===== src/rtl/rstc_pkg.sv =====
package rstc_pkg;
    typedef enum logic [1:0] {
        ST_IDLE,
        ST_HDRV,
        ST_HSET,
        ST_SOFT
    } seq_st_e;

    localparam int NCAUSE   = 7;
    localparam int MODE_W   = 3;
    localparam int C_POR    = 0;
    localparam int C_EXT    = 1;
    localparam int C_SW     = 2;
    localparam int C_WDOG   = 3;
    localparam int C_BUSMON = 4;
    localparam int C_CHKSTP = 5;
    localparam int C_JTAG   = 6;
    localparam int M_WDOG   = 0;
    localparam int M_BUSMON = 1;
    localparam int M_CHKSTP = 2;
endpackage


===== src/rtl/rstc_sync.sv =====
module rstc_sync #(
    parameter int   STAGES  = 2,
    parameter logic RST_VAL = 1'b0
) (
    input  logic clk,
    input  logic arst_n,
    input  logic d_i,
    output logic q_o
);
    logic [STAGES-1:0] sh_d, sh_q;

    always_comb begin
        sh_d = {sh_q[STAGES-2:0], d_i};
    end

    always_ff @(posedge clk or negedge arst_n) begin
        if (!arst_n) sh_q <= {STAGES{RST_VAL}};
        else         sh_q <= sh_d;
    end

    assign q_o = sh_q[STAGES-1];
endmodule


===== src/rtl/rstc_seq.sv =====
module rstc_seq
    import rstc_pkg::*;
#(
    parameter int ASSERT_CYC = 64,
    parameter int SETTLE_CYC = 16,
    parameter int SOFT_CYC   = 8
) (
    input  logic clk,
    input  logic arst_n,
    input  logic start_hard_i,
    input  logic start_soft_i,
    output logic idle_o,
    output logic hard_o,
    output logic drive_o,
    output logic soft_o
);
    localparam int MAXC = (ASSERT_CYC > SETTLE_CYC)
                        ? ((ASSERT_CYC > SOFT_CYC) ? ASSERT_CYC : SOFT_CYC)
                        : ((SETTLE_CYC > SOFT_CYC) ? SETTLE_CYC : SOFT_CYC);
    localparam int CW = $clog2(MAXC) + 1;

    typedef struct packed {
        seq_st_e       st;
        logic [CW-1:0] cnt;
    } seq_t;

    seq_t s_d, s_q;

    always_comb begin
        s_d = s_q;
        unique case (s_q.st)
            ST_IDLE: begin
                if (start_hard_i) begin
                    s_d.st  = ST_HDRV;
                    s_d.cnt = CW'(ASSERT_CYC - 1);
                end else if (start_soft_i) begin
                    s_d.st  = ST_SOFT;
                    s_d.cnt = CW'(SOFT_CYC - 1);
                end
            end
            ST_HDRV: begin
                if (s_q.cnt == '0) begin
                    s_d.st  = ST_HSET;
                    s_d.cnt = CW'(SETTLE_CYC - 1);
                end else begin
                    s_d.cnt = s_q.cnt - 1'b1;
                end
            end
            ST_HSET, ST_SOFT: begin
                if (s_q.cnt == '0) s_d.st = ST_IDLE;
                else               s_d.cnt = s_q.cnt - 1'b1;
            end
            default: s_d.st = ST_IDLE;
        endcase
    end

    always_ff @(posedge clk or negedge arst_n) begin
        if (!arst_n) s_q <= '{st: ST_IDLE, cnt: '0};
        else         s_q <= s_d;
    end

    assign idle_o  = (s_q.st == ST_IDLE);
    assign drive_o = (s_q.st == ST_HDRV);
    assign hard_o  = (s_q.st == ST_HDRV) || (s_q.st == ST_HSET);
    assign soft_o  = (s_q.st == ST_SOFT);
endmodule


===== src/rtl/rstc_regs.sv =====
module rstc_regs
    import rstc_pkg::*;
#(
    parameter int          DW  = 8,
    parameter logic [DW-1:0] KEY = 8'hA5
) (
    input  logic          clk,
    input  logic          arst_n,
    input  logic          por_ok_i,
    input  logic          seq_idle_i,
    input  logic          pad_low_i,
    input  logic          wdog_i,
    input  logic          busmon_i,
    input  logic          chkstop_i,
    input  logic          jtag_i,
    input  logic          we_i,
    input  logic [1:0]    addr_i,
    input  logic [DW-1:0] wdata_i,
    output logic [DW-1:0] rdata_o,
    output logic          start_hard_o,
    output logic          start_soft_o
);
    typedef struct packed {
        logic [MODE_W-1:0] mode;
        logic [NCAUSE-1:0] stat;
    } regs_t;

    regs_t r_d, r_q;
    logic [NCAUSE-1:0] hard_vec, clr_vec, set_vec;
    logic go, wr_ok;

    always_comb begin
        r_d   = r_q;
        wr_ok = por_ok_i && we_i;
        go    = por_ok_i && seq_idle_i;

        hard_vec           = '0;
        hard_vec[C_EXT]    = pad_low_i;
        hard_vec[C_SW]     = wr_ok && (addr_i == 2'd1) && (wdata_i == KEY);
        hard_vec[C_WDOG]   = wdog_i    && r_q.mode[M_WDOG];
        hard_vec[C_BUSMON] = busmon_i  && r_q.mode[M_BUSMON];
        hard_vec[C_CHKSTP] = chkstop_i && r_q.mode[M_CHKSTP];

        start_hard_o = go && (|hard_vec);
        start_soft_o = go && jtag_i && !(|hard_vec);

        set_vec = '0;
        if (start_hard_o) set_vec = hard_vec;
        if (start_soft_o) set_vec[C_JTAG] = 1'b1;

        clr_vec = (wr_ok && addr_i == 2'd2) ? wdata_i[NCAUSE-1:0] : '0;
        r_d.stat = (r_q.stat & ~clr_vec) | set_vec;

        if (wr_ok && addr_i == 2'd0) r_d.mode = wdata_i[MODE_W-1:0];

        unique case (addr_i)
            2'd0:    rdata_o = DW'(r_q.mode);
            2'd2:    rdata_o = DW'(r_q.stat);
            default: rdata_o = '0;
        endcase
    end

    always_ff @(posedge clk or negedge arst_n) begin
        if (!arst_n) r_q <= '{mode: '0, stat: NCAUSE'(1) << C_POR};
        else         r_q <= r_d;
    end
endmodule


===== src/rtl/rst_orchestrator.sv =====
module rst_orchestrator
    import rstc_pkg::*;
#(
    parameter int            ASSERT_CYC = 64,
    parameter int            SETTLE_CYC = 16,
    parameter int            SOFT_CYC   = 8,
    parameter int            DW         = 8,
    parameter logic [DW-1:0] KEY        = 8'hA5
) (
    input  logic          clk,
    input  logic          por_n_i,
    input  logic          pad_in_i,
    output logic          pad_drive_o,
    input  logic          wdog_evt_i,
    input  logic          busmon_evt_i,
    input  logic          chkstop_evt_i,
    input  logic          jtag_soft_i,
    input  logic          reg_we_i,
    input  logic [1:0]    reg_addr_i,
    input  logic [DW-1:0] reg_wdata_i,
    output logic [DW-1:0] reg_rdata_o,
    output logic          clk_rst_n_o,
    output logic          err_rst_n_o,
    output logic          dev_rst_n_o,
    output logic          core_soft_req_o
);
    logic por_ok, pad_s;
    logic seq_idle, seq_hard, seq_drive, seq_soft;
    logic go_hard, go_soft;

    rstc_sync #(.STAGES(2), .RST_VAL(1'b0)) u_por_sync (
        .clk(clk), .arst_n(por_n_i), .d_i(1'b1), .q_o(por_ok)
    );

    rstc_sync #(.STAGES(2), .RST_VAL(1'b1)) u_pad_sync (
        .clk(clk), .arst_n(por_n_i), .d_i(pad_in_i), .q_o(pad_s)
    );

    rstc_regs #(.DW(DW), .KEY(KEY)) u_regs (
        .clk(clk), .arst_n(por_n_i), .por_ok_i(por_ok), .seq_idle_i(seq_idle),
        .pad_low_i(!pad_s), .wdog_i(wdog_evt_i), .busmon_i(busmon_evt_i),
        .chkstop_i(chkstop_evt_i), .jtag_i(jtag_soft_i), .we_i(reg_we_i),
        .addr_i(reg_addr_i), .wdata_i(reg_wdata_i), .rdata_o(reg_rdata_o),
        .start_hard_o(go_hard), .start_soft_o(go_soft)
    );

    rstc_seq #(.ASSERT_CYC(ASSERT_CYC), .SETTLE_CYC(SETTLE_CYC), .SOFT_CYC(SOFT_CYC)) u_seq (
        .clk(clk), .arst_n(por_n_i), .start_hard_i(go_hard), .start_soft_i(go_soft),
        .idle_o(seq_idle), .hard_o(seq_hard), .drive_o(seq_drive), .soft_o(seq_soft)
    );

    assign clk_rst_n_o     = por_ok;
    assign err_rst_n_o     = por_ok;
    assign dev_rst_n_o     = por_ok && !seq_hard;
    assign pad_drive_o     = seq_drive;
    assign core_soft_req_o = seq_soft;
endmodule


===== config.mk =====
export PLATFORM = sky130hd
export DESIGN_NAME = rst_orchestrator
export DESIGN_NICKNAME = d
export VERILOG_FILES = /design/src/rtl/rstc_pkg.sv /design/src/rtl/rstc_sync.sv /design/src/rtl/rstc_seq.sv /design/src/rtl/rstc_regs.sv /design/src/rtl/rst_orchestrator.sv
export SDC_FILE = /design/constraint.sdc
export NUM_CORES = 1
export LEC_CHECK = 0
export ABC_AREA = 1
export BUFFER_PORTS_ARGS = -buffer_cell sky130_fd_sc_hd__buf_2
export CAP_MARGIN = 40
export CELL_PAD_IN_SITES_DETAIL_PLACEMENT = 1
export CELL_PAD_IN_SITES_GLOBAL_PLACEMENT = 2
export CORE_MARGIN = 10
export CORE_UTILIZATION = 30
export CTS_CLUSTER_DIAMETER = 120
export CTS_CLUSTER_SIZE = 8
export DETAILED_ROUTE_END_ITERATION = 16
export GPL_TIMING_DRIVEN = 0
export PLACE_DENSITY = 0.77
export SETUP_SLACK_MARGIN = 0.5
export SYNTH_ARGS = -nofsm -noshare
export SYNTH_HDL_FRONTEND = slang
export SYNTH_SLANG_ARGS = --single-unit

===== constraint.sdc =====
create_clock -name clk -period 1.86 [get_ports clk]
set_input_delay 0.279 -clock clk [delete_from_list [all_inputs] [get_ports clk]]
set_output_delay 0.279 -clock clk [all_outputs]
set_load 0.02 [all_outputs]

-- Yosys cells after proc, flatten, opt, wreduce, memory -nomap -nowiden
Cells that the tools add are included.
- output and inout bits: 13
- flip-flop bits (word level): 23
- add/sub/neg operators: 1
- reductions and logical operators: 24
- muxes and demuxes: 11
- equal/unequal tests: 10
- bitwise gates (word level): 3
- operators by type and width (kind ; count):
    9-bit one-hot mux with 3 select lines ; 1
    7-bit two-way mux ; 3
    9-bit two-way mux ; 2
    7-bit one-hot mux with 2 select lines ; 1
    1-bit logical AND ; 13
    8-bit == test (second input constant) ; 1
    7-bit AND ; 1
    7-bit logical NOT ; 1
    7-bit NOT ; 1
    7-bit bitwise OR ; 1
    7-bit by 1-bit subtractor with 7-bit output (second input constant) ; 1
    2-bit == test (second input constant) ; 3
    6-bit two-way mux ; 1
    5-bit OR reduction ; 1
    2-bit by 1-bit == test with 1-bit output (second input constant) ; 2
    2-bit logical NOT ; 2
    2-bit two-way mux ; 2
    2-bit by 1-bit != test with 1-bit output (second input constant) ; 2
    1-bit logical NOT ; 3
    3-bit != test (second input constant) ; 1
    3-bit AND reduction ; 1
    2-bit != test (second input constant) ; 1
    2-bit AND reduction ; 1
    2-bit OR reduction ; 1
    2 further kinds ; 2

-- Depth between registers and ports, before layout
Gate-level depths: netlist (run 1).
- word-level depth: 9
- depth in mapped cells: 11
- gate-level depth less buffers: 11

-- Hierarchy
From an unflattened synthesis (run 1), not the netlist that was laid out.
- cell total of the unflattened synthesis: 185
- area, all modules: 1366.3 um2
- by module, submodules not included (module ; times used ; cells an instance ; sequential area each (um2) ; area an instance (um2)):
    rstc_seq ; 1 ; 94 ; 225.2 ; 651.9
    rstc_regs ; 1 ; 82 ; 251.5 ; 586.8
    rstc_sync at u_pad_sync ; 1 ; 2 ; 52.6 ; 52.6
    rstc_sync at u_por_sync ; 1 ; 2 ; 50.0 ; 50.0
    rst_orchestrator ; 1 ; 5 ; 0.0 ; 25.0

-- Worst setup path after synthesis (run 1)
Ideal clock, no wire load.
- kind: reg-to-reg
- start: reg u_seq.s_q[7] in the netlist's numbering
- end: reg u_seq.s_q[8] in the netlist's numbering
- data arrival time: 1412 ps
- cell stages (with the launch flop): 11
- setup slack: 330 ps
- library setup time: 117 ps
- buffers on the path: 1
- clock period less this slack: 1530 ps
- path through: dfrtp_1 -> inv_1 -> ha_1 -> nand2_1 -> nor2_2 -> nand3_2 -> nand3_4 -> buf_12 -> nand2_4 -> nand2_1 -> nand2_1
- cells in the longest elaborated chain, start to end: 6
- elaborated cells between the ends (all ways): 15
- ends and longest elaborated chain (item ; line ; RTL):
    from (decl) ; rstc_seq.sv:27 ; seq_t s_d, s_q;
    from (signal assigned) ; rstc_seq.sv:58 ; if (!arst_n) s_q <= '{st: ST_IDLE, cnt: '0};
    2-bit logical NOT ; rstc_seq.sv:31, rstc_seq.sv:62 ;
    1-bit logical AND ; rstc_regs.sv:35 ; go = por_ok_i && seq_idle_i;
    1-bit logical AND (2 in a row) ; rstc_regs.sv:45 ; start_soft_o = go && jtag_i && !(|hard_vec);
    3-bit != test (no line) ; - ;
    3-bit AND reduction (no line) ; - ;
Parallel ways exist; a longest one is shown, timed or not.
A chain may end at the register's enable or synchronous reset.

-- Final worst setup path (run 1)
- start: reg u_seq.s_q[7] in the netlist's numbering
- end: out pad_drive_o
- cells in the longest elaborated chain, start to end: 1
- ends and longest elaborated chain (item ; line ; RTL):
    2-bit by 1-bit == test with 1-bit output ; rstc_seq.sv:63 ; assign drive_o = (s_q.st == ST_HDRV);
    to (decl) ; rst_orchestrator.sv:13 ; output logic pad_drive_o,
No other way between the ends.

==> results_dict.tcl, run 1 <==
set metrics [dict create \
    cts.sinks 23 \
    fin_nets 271 \
    io_pins 31 \
    cts_buffer_depth 2 \
    n_fill_cell 579 \
    hold_path_class "in2async" \
    dpl-instance-area_mm2 0.001680 \
    via_count 1387 \
    synth.area.top_cells "dfrtp_1 35%, nand2_1 14%, inv_1 6.6%" \
    stdcell_area_mm2 0.002192 \
    syn_avg_cell_area_um2 7.669 \
    coreArea_mm2 0.004661 \
    wl_mm 4.392 \
    syn_to_final_growth_pct 53.68 \
    route.detailed.drc 0 \
    cts_buffers 3 \
    critPathKind "reg2out" \
    synth_area_mm2 0.001426 \
    cp_cell_sequence "buf_6 -> ha_2 -> buf_4" \
    grt_first_pass_wirelength_mm 6.962 \
    holdWs_ps -19.74 \
    die_w_um 88.96 \
    drt_iter0_markers 16 \
    report.final.hold_viol_count 20 \
    p_per_area_mw_per_mm2 1543 \
    initial_utilization 0.3060 \
    die_h_um 88.96 \
    die_area_mm2 0.007913 \
    finalMaxSlewViolations 0 \
    skew_ps 1.013 \
    dp_hpwl_mm 3.008 \
    worstSetupStartpointType "flop" \
    layout-drive-gt1-share 0.5285 \
    synth_cells 186 \
    rsz0062_at_grt "yes" \
    maxCapViolations 0 \
    period_share 0.7992 \
    setup_viol 0 \
    cp-end-kind "output pin" \
    io_buffers 29 \
    postRouteAntennaNets 0 \
    drtPass1Iterations 4 \
    antenna_found_initial 0 \
    syn-num-nets 210 \
    outcome "complete, but fails checks" \
    max_slew_margin 0.6396 \
    cp_data_arrival_time_ps 1210 \
    worst_pin_slew_ps 540.7 \
    path_max_fanout 4 \
    wl_per_cell_um 14.64 \
    min_period_ps 1487 \
    cpPeakStageDelay_ps 440 \
    max_freq_mhz 672.7 \
    postCtsHoldBufs 0 \
    setup-tns-final_ps 0 \
    htreeDepth 1 \
    synth.distinct_cells 24 \
    synth-seq-cells 23 \
    grt_pass1_vias 1455 \
    diodes 0 \
    rows 25 \
    synth_top_area_share 0.3509 \
    leakagePower_nw 1.134 \
    cp.required_ps 1580 \
    grt_util_all_layers 0.1128 \
    cp_slowest_cell "dfrtp_2" \
    ir_worst_vdd_mv 0.9294 \
    yosysSeqAreaShare 0.4061 \
    cts_tree "built" \
    grt_overflow 0 \
    clk_latency_ps 270 \
    grt_start_max_net_pins 24 \
    violations "hold timing" \
    cts_root_buf "clkbuf_8" \
    vias_per_cell 4.623 \
    clk_pin_slew_ps 90 \
    synth_top_cell_by_area "dfrtp_1" \
    gp_congestion 0.7784 \
    yosysWarningCount 0 \
]
what timing repair did:
action,CTS,global route
setup endpoints to repair,19,22
pin swaps,6,28
gates resized for setup,21,52
buffers inserted,14,11
cloned,1,1
registers in the layout (all words and copies together), names as in the netlist:
| register | count |
|---|---|
| u_por_sync.sh_q | 2 |
| u_pad_sync.sh_q | 2 |
| u_regs.r_q | 10 |
| u_seq.s_q | 9 |
layout by cell type, fill, tap and decap left out, types with 2 or more instances in the layout:
master and n:
nand2_2 17, clkbuf_8 3, dfrtp_1 17, ha_4 3, nor2_1 13, nand3_1 5
inv_2 6, nand3b_4 2, nand3_4 2, buf_6 9, nand3_2 10, o21ai_1 5
dfstp_2 3, a22o_1 3, nor2_4 5, buf_4 23, buf_2 23, conb_1 2
buf_12 2, inv_4 4, o21ai_0 12, inv_1 19, ha_2 3, nand2_4 6
nand2_1 36, dfrtp_2 3
routing by layer:
metal  track usage  share of wire
met3       0.03555          0.055
met5             0              0
met4       0.02601         0.0048
met1        0.1245           0.42
met2        0.2055           0.52
Yosys cell counts:
| master | count |
|---|---|
| a21oi_1 | 2 |
| nor2_2 | 3 |
| a22o_1 | 3 |
| nand2_2 | 2 |
| nor3_4 | 1 |
| nand3_4 | 1 |
| buf_12 | 1 |
| xor2_1 | 1 |
| conb_1 | 2 |
| inv_1 | 25 |
| nor2_1 | 16 |
| nand4_1 | 1 |
| nand2_1 | 55 |
| dfrtp_1 | 20 |
| dfstp_2 | 3 |
| xnor2_1 | 1 |
| buf_4 | 2 |
| o21ai_0 | 18 |
| nand2_4 | 2 |
| nand3_2 | 5 |
| nand3_1 | 11 |
| inv_2 | 4 |
| ha_1 | 6 |
| nand3b_2 | 1 |
report_power, final:
group          leakage [nW]  switching [mW]  internal [mW]  total, mW
combinational         0.832            1.19           1.07       2.26
sequential            0.276           0.133          0.658      0.791
clock                0.0255           0.180          0.150      0.330
per-stage QoR:
step | util | hold slack (ps) | std cells | setup slack (ps) | total power [mW]
final | 0.4703 | -19.74 | 300 | 373.5 | 3.382
after CTS | 0.4140 | 5.638 | 288 | 353.1 | 2.894
after global routing | 0.4703 | 22.14 | 300 | 292.9 | 3.687
after detailed placement | 0.3605 | 309.3 | 269 | 173.3 | 2.157
after floorplan | - | -16.59 | 186 | 452.2 | 1.820
after global placement | 0.3605 | 304.1 | 269 | 166.2 | 2.133
worst paths after layout:
check,from,to,slack [ps],cells after the start
worst max-delay path,u_seq.s_q[7],pad_drive_o,370,3
worst min-delay path,por_n_i,u_regs.r_q[3],-20,1
worst max register to register,u_pad_sync.sh_q[1],u_seq.s_q[3],380,8
worst min register to register,u_por_sync.sh_q[0],u_por_sync.sh_q[1],350,0
max in group asynchronous,por_n_i,u_seq.s_q[7],1490,1
min in group clk,pad_in_i,u_pad_sync.sh_q[0],100,1
critical path: cells and delay by family, from the launching register on:
kind | cells | cell delay (ps)
adder cells (fa/ha/maj) | 1 | 200
flip-flops | 1 | 440
buffers and inverters | 2 | 300
logic make-up after synthesis:
logic type | Yosys count | synth area share
AND/OR/NAND/NOR | 98 | 0.3342
flip-flops | 23 | 0.4061
adder cells (fa/ha/maj) | 6 | 0.05263
other | 2 | 0.005265
XOR/XNOR | 2 | 0.01228
buffers and inverters | 32 | 0.1009
AO/OA/AOI/OAI | 23 | 0.08860
layout make-up:
cell class | instances | area (um^2) | area share
clock inverter | 1 | 5.005 | 0.002283
multi-input combinational | 132 | 922.1 | 0.4207
sequential | 23 | 583.1 | 0.2660
clock buffer | 3 | 41.29 | 0.01884
timing repair buffer | 55 | 419.2 | 0.1912
buffer | 3 | 35.03 | 0.01598
inverter | 29 | 118.9 | 0.05422
tap | 54 | 67.56 | 0.03082
Note: power is estimated with default switching activity, not from simulation.
==> inputs of run 2 (changes only) <==
Clock period 1.86 ns to 1.4 ns, I/O delays scaled along.
==> results_dict.tcl, run 2 (synthesis gave the netlist of run 1 again) <==
set metrics [dict create \
    cts_buffers 3 \
    coreArea_mm2 0.004661 \
    route.detailed.drc 0 \
    cp_cell_sequence "buf_6 -> ha_4 -> nor2_4 -> nand2_2 -> nand2_2 -> nand2_2 -> nand3_1 -> nand2_1 -> nand3_2 -> nand2_1" \
    n_fill_cell 556 \
    vias_per_cell 4.740 \
    grt_util_all_layers 0.1231 \
    skew_ps 3.998 \
    syn_to_final_growth_pct 73.77 \
    die_area_mm2 0.007913 \
    min_period_ps 1519 \
    critical_path.most_common_cell "nand2_2" \
    finalPower_mw 4.825 \
    antenna_found_initial 0 \
    rows 25 \
    cts_root_buf "clkbuf_8" \
    die_w_um 88.96 \
    die_h_um 88.96 \
    final_common_cell "nand2_1" \
    io_buffers 29 \
    cts.sinks 23 \
    outcome "complete, but fails checks" \
    via_count 1479 \
    p_per_area_mw_per_mm2 1947 \
    worstSetupStartpointType "flop" \
    ir_worst_vdd_mv 1.017 \
    cpPeakStageDelay_ps 460 \
    postRouteAntennaNets 0 \
    grt_pass1_vias 1635 \
    fin_nets 283 \
    fin_cells 312 \
    finalMaxSlewViolations 0 \
    maxCapViolations 0 \
    initial_utilization 0.3060 \
    path_max_fanout 4 \
    wl_per_cell_um 16.14 \
    cp-end-kind "flop" \
    clk_pin_slew_ps 90 \
    violations "setup timing" \
    regMostFlops "u_regs.r_q" \
    rsz0062_at_grt "yes" \
    largest_reg_flops 10 \
    dp.cells 269 \
    cts_buffer_depth 2 \
    leakagePower_nw 1.218 \
    period_share 1.085 \
    setup_slack_ps -119.2 \
    clk_latency_ps 270 \
    dp_hpwl_mm 3.180 \
    final_cell_mix "30 x nand2_1, 27 x buf_4, 23 x buf_6, 22 x nand2_2, 17 x dfrtp_1" \
    cp.required_ps 1570 \
    top_regs "u_regs.r_q (10), u_seq.s_q (9)" \
    wl_mm 5.035 \
    report.final.hold_viol_count 0 \
    setup_viol 11 \
    io_pins 31 \
    grt_first_pass_wirelength_mm 7.714 \
    cp_slowest_cell "dfrtp_2" \
    hold_path_class "in2reg" \
    critPathKind "reg2reg" \
    layout-drive-gt1-share 0.6163 \
    cts_tree "built" \
    gp_congestion 0.7996 \
    grt_start_max_net_pins 24 \
    diodes 0 \
    drtPass1Iterations 4 \
    htreeDepth 1 \
    grt_overflow 0 \
    max_freq_mhz 658.3 \
    drt_iter0_markers 41 \
    cp_data_arrival_time_ps 1690 \
]
-- run 2: what timing repair did --
| action | CTS | global route |
|---|---|---|
| gates cloned | 2 | 0 |
| buffers inserted | 25 | 11 |
| hold buffers | 1 | 0 |
| pin swaps | 27 | 18 |
| hold endpoints to repair | 20 | 0 |
| resized for setup | 80 | 40 |
| setup endpoints to repair | 31 | 54 |
-- run 2: per-layer routing --
| metal | track usage | up-vias | share of wire |
|---|---|---|---|
| li1 | - | 723 | - |
| met1 | 0.1289 | 721 | 0.37 |
| met2 | 0.2340 | 29 | 0.56 |
| met3 | 0.02188 | 6 | 0.054 |
| met4 | 0.05202 | 0 | 0.016 |
| met5 | 0 | - | 0 |
-- run 2: cell type report --
type	count	area (um^2)	share of cell area
well taps	54	67.56	0.02726
clock buffers	3	41.29	0.01666
flip-flops and latches	23	583.1	0.2352
repair buffers	67	593.1	0.2393
plain buffers	3	38.79	0.01565
clock inverters	1	5.005	0.002019
inverters	29	126.4	0.05098
multi-input cells	132	1023	0.4129
-- run 2: final timing paths --
| kind | from | slack [ps] | depth (start not counted) | to |
|---|---|---|---|---|
| setup / recovery | u_seq.s_q[7] | -120 | 10 | u_seq.s_q[5] |
| hold / removal | pad_in_i | 30 | 1 | u_pad_sync.sh_q[0] |
| setup reg to reg | u_seq.s_q[7] | -120 | 10 | u_seq.s_q[5] |
| hold reg to reg | u_pad_sync.sh_q[0] | 360 | 0 | u_pad_sync.sh_q[1] |
| max in group asynchronous | por_n_i | 690 | 2 | u_regs.r_q[0] |
| min in group asynchronous | por_n_i | 400 | 2 | u_regs.r_q[4] |
-- run 2: stage by stage --
step / setup TNS, ps / setup slack [ps] / util / area, um^2 / hold slack (ps)
6_report: -834.3 / -119.2 / 0.5318 / 2479 / 32.37
5_1_grt: -1659 / -204.2 / 0.5318 / 2479 / 22.38
4_1_cts: -512.4 / -68.14 / 0.4862 / 2266 / 30.21
3_5_place_dp: -2174 / -294.5 / 0.3726 / 1737 / 225.4
3_3_place_gp: -1832 / -246.9 / 0.3726 / 1737 / 227.0
2_1_floorplan: -16.40 / -7.624 / - / 1524 / -85.59
-- run 2: critical path: cells and delay by family (launching register included) --
family | cells | cell delay [ps]
buffers and inverters | 1 | 140
flip-flops | 1 | 460
AND/OR/NAND/NOR | 8 | 640
adder cells (fa/ha/maj) | 1 | 170
-- run 2: where the power goes --
group | internal (mW) | switching, mW | leakage [nW]
Clock | 0.199 | 0.236 | 0.0255
Combinational | 1.62 | 1.70 | 0.916
Sequential | 0.875 | 0.197 | 0.276
Total | 2.70 | 2.13 | 1.22
==> inputs of run 3 (changes only) <==
Settings changed: CORE_UTILIZATION 30 to 29, PLACE_DENSITY 0.77 to 0.76, SYNTH_HIERARCHICAL from default to 1.
==> results_dict.tcl, run 3 <==
set metrics [dict create \
    route.detailed.drc 0 \
    synth_cells 185 \
    cts.sinks 23 \
    antenna_found_initial 0 \
    min_period_ps 1653 \
    critPathKind "reg2reg" \
    cts_buffer_depth 2 \
    min_to "u_pad_sync/sh_q[0]" \
    initial_utilization 0.3074 \
    comb_power_share 0.631 \
    grt_util_all_layers 0.1316 \
    io_pins 31 \
    outcome "complete, but fails checks" \
    p_sw_mw 1.896 \
    hold_depth 1 \
    layout-drive-gt1-share 0.5692 \
    hold_path_class "in2reg" \
    dpl-instance-area_mm2 0.001672 \
    setup_viol 16 \
    via_count 1509 \
    cp_data_arrival_time_ps 1860 \
    synth_area_mm2 0.001366 \
    maxCapViolations 0 \
    path_max_fanout 4 \
    diodes 0 \
    clk_pin_slew_ps 90 \
    dp.cells 266 \
    wl_per_cell_um 17.44 \
    grt_overflow 0 \
    max_freq_mhz 605.1 \
    yosysMostFrequentCell "nand2_1" \
    die_w_um 88.64 \
    io_buffers 29 \
    coreArea_mm2 0.004444 \
    synth-seq-cells 23 \
    synth_common_cells "41 x nand2_1, 30 x inv_1, 25 x nor2_1, 20 x dfrtp_1, 17 x o21ai_0" \
    die_area_mm2 0.007857 \
    sw_frac_of_total 0.4612 \
    synth.distinct_cells 23 \
    grt_first_pass_wirelength_mm 8.176 \
    regMostFlops "u_regs/r_q" \
    gp_congestion 0.7935 \
    drtPass1Iterations 4 \
    grt_pass1_vias 1698 \
    final_common_cell "buf_6" \
    cts_root_buf "clkbuf_8" \
    yosysWarningCount 6 \
    rrSetupSlack_ps -250 \
    wl_mm 5.442 \
    cp-end-kind "flop" \
    synth_top_cell_by_area "dfrtp_1" \
    synth.area.top_cells "dfrtp_1 37%, nand2_1 11%, inv_1 8.2%" \
    rows 24 \
    top_regs "u_regs/r_q (10), u_seq/s_q (9)" \
    hold_start "pad_in_i" \
    p_clk_frac 0.104 \
    worstSetupStartpointType "flop" \
    async_flop_share 1.000 \
    synth_top_area_share 0.3663 \
    grt_start_max_net_pins 24 \
    cts_tree "built" \
    r2r_cells 9 \
    vias_per_cell 4.837 \
    final_cell_mix "39 x buf_6, 31 x nand2_1, 18 x dfrtp_1, 16 x buf_4, 15 x inv_1" \
    period_share 1.181 \
    worst_r2r_endpoint "u_seq/s_q[4]" \
    postRouteAntennaNets 0 \
    violations "setup timing" \
    internal_power_mw 2.215 \
    reg2reg_from "u_pad_sync/sh_q[1]" \
    leakagePower_nw 1.190 \
    synth_edf_count 0 \
    skew_ps 3.369 \
    stdcell_area_mm2 0.002417 \
    syn-num-nets 208 \
    cts_buffers 3 \
    setup_slack_ps -252.7 \
    p_seq_frac 0.266 \
    die_h_um 88.64 \
    dp_hpwl_mm 3.166 \
    fin_util 0.5439 \
    cp.required_ps 1600 \
    rsz0062_at_grt "yes" \
    htreeDepth 1 \
    yosysSeqAreaShare 0.4240 \
    ir_worst_vdd_mv 0.7169 \
    largest_reg_flops 10 \
    report.final.hold_viol_count 0 \
    fin_cells 312 \
    synthFlopType "dfrtp_1" \
    syn_avg_cell_area_um2 7.385 \
    syn_to_final_growth_pct 76.92 \
    finalMaxSlewViolations 0 \
    p_per_area_mw_per_mm2 1700 \
    fin_nets 284 \
    clk_latency_ps 270 \
    drt_iter0_markers 78 \
]
==> run 3: what timing repair did <==
| action | 4_1_cts | 5_1_grt |
|---|---|---|
| endpoints found under the setup margin | 31 | 54 |
| endpoints found under the hold margin | 20 | 0 |
| pin swaps | 24 | 16 |
| gates resized for setup | 67 | 48 |
| buffers inserted | 31 | 10 |
| hold buffers | 1 | 0 |
==> run 3: how the worst max path moves through the flow <==
stage	start	endpoint
final	u_pad_sync/sh_q[1]	u_seq/s_q[4]
after CTS	u_regs/r_q[7]	u_seq/s_q[4]
after global placement	u_seq/s_q[7]	u_seq/s_q[4]
after floorplan	u_regs/r_q[7]	u_seq/s_q[3]
after detailed placement	u_regs/r_q[7]	u_seq/s_q[4]
after global routing	u_pad_sync/sh_q[1]	u_seq/s_q[4]
==> run 3: per-layer routing <==
layer / vias up / global-route usage / wire [um]
met4: 0 / 0.04552 / 128
met2: 29 / 0.2434 / 3020
met5: - / 0 / 0
met3: 12 / 0.03493 / 178
li1: 727 / - / -
met1: 741 / 0.1403 / 2114
==> run 3: cells by family (layout without fill, tap and decap cells) <==
logic type | Yosys count | count (layout) | share of synthesized area
DFF | 23 | 23 | 0.4240
xor gates and xnor gates | 1 | 1 | 0.006411
buffers and inverters | 34 | 109 | 0.09890
other | 2 | 2 | 0.005497
and+or+nand+nor | 92 | 92 | 0.3059
AOI/OAI and AO/OA | 28 | 28 | 0.1136
adders and majority gates | 5 | 5 | 0.04579
==> run 3: final cells by class <==
type | count | area (um^2)
Clock buffer | 4 | 45.04
Fill cell | 527 | 2027
Timing Repair Buffer | 71 | 663.1
Buffer | 2 | 18.77
Sequential cell | 23 | 581.8
Inverter | 32 | 135.1
Multi-Input combinational cell | 128 | 908.4
Tap cell | 52 | 65.06
==> run 3: through the flow <==
stage | hold WS (ps) | setup slack (ps) | TNS [ps] | total power, mW
after floorplan | -85.59 | -93.36 | -683.1 | 2.391
after global placement | 226.8 | -260.3 | -2062 | 2.788
after detailed placement | 224.5 | -295.3 | -2399 | 2.844
after CTS | 25.67 | -229.3 | -2232 | 3.818
after global routing | 20.50 | -377.2 | -4172 | 4.471
final | 34.59 | -252.7 | -2907 | 4.110
==> run 3: power by group through the flow <==
stage	Clock [mW]	Sequential, mW	Combinational, mW
after floorplan	0	1.04	1.35
after global placement	0	1.08	1.71
after detailed placement	0	1.09	1.76
after CTS	0.440	1.07	2.31
after global routing	0.470	1.12	2.88
final	0.427	1.09	2.59
==> run 3: worst max-delay path: stages, from the launching register on <==
cell,delay [ps]
dfstp_2,530
inv_2,50
nor3_4,220
a21oi_2,90
or2_4,250
nor2_4,140
inv_4,80
nand2_4,90
nor2_2,40
a21oi_2,100
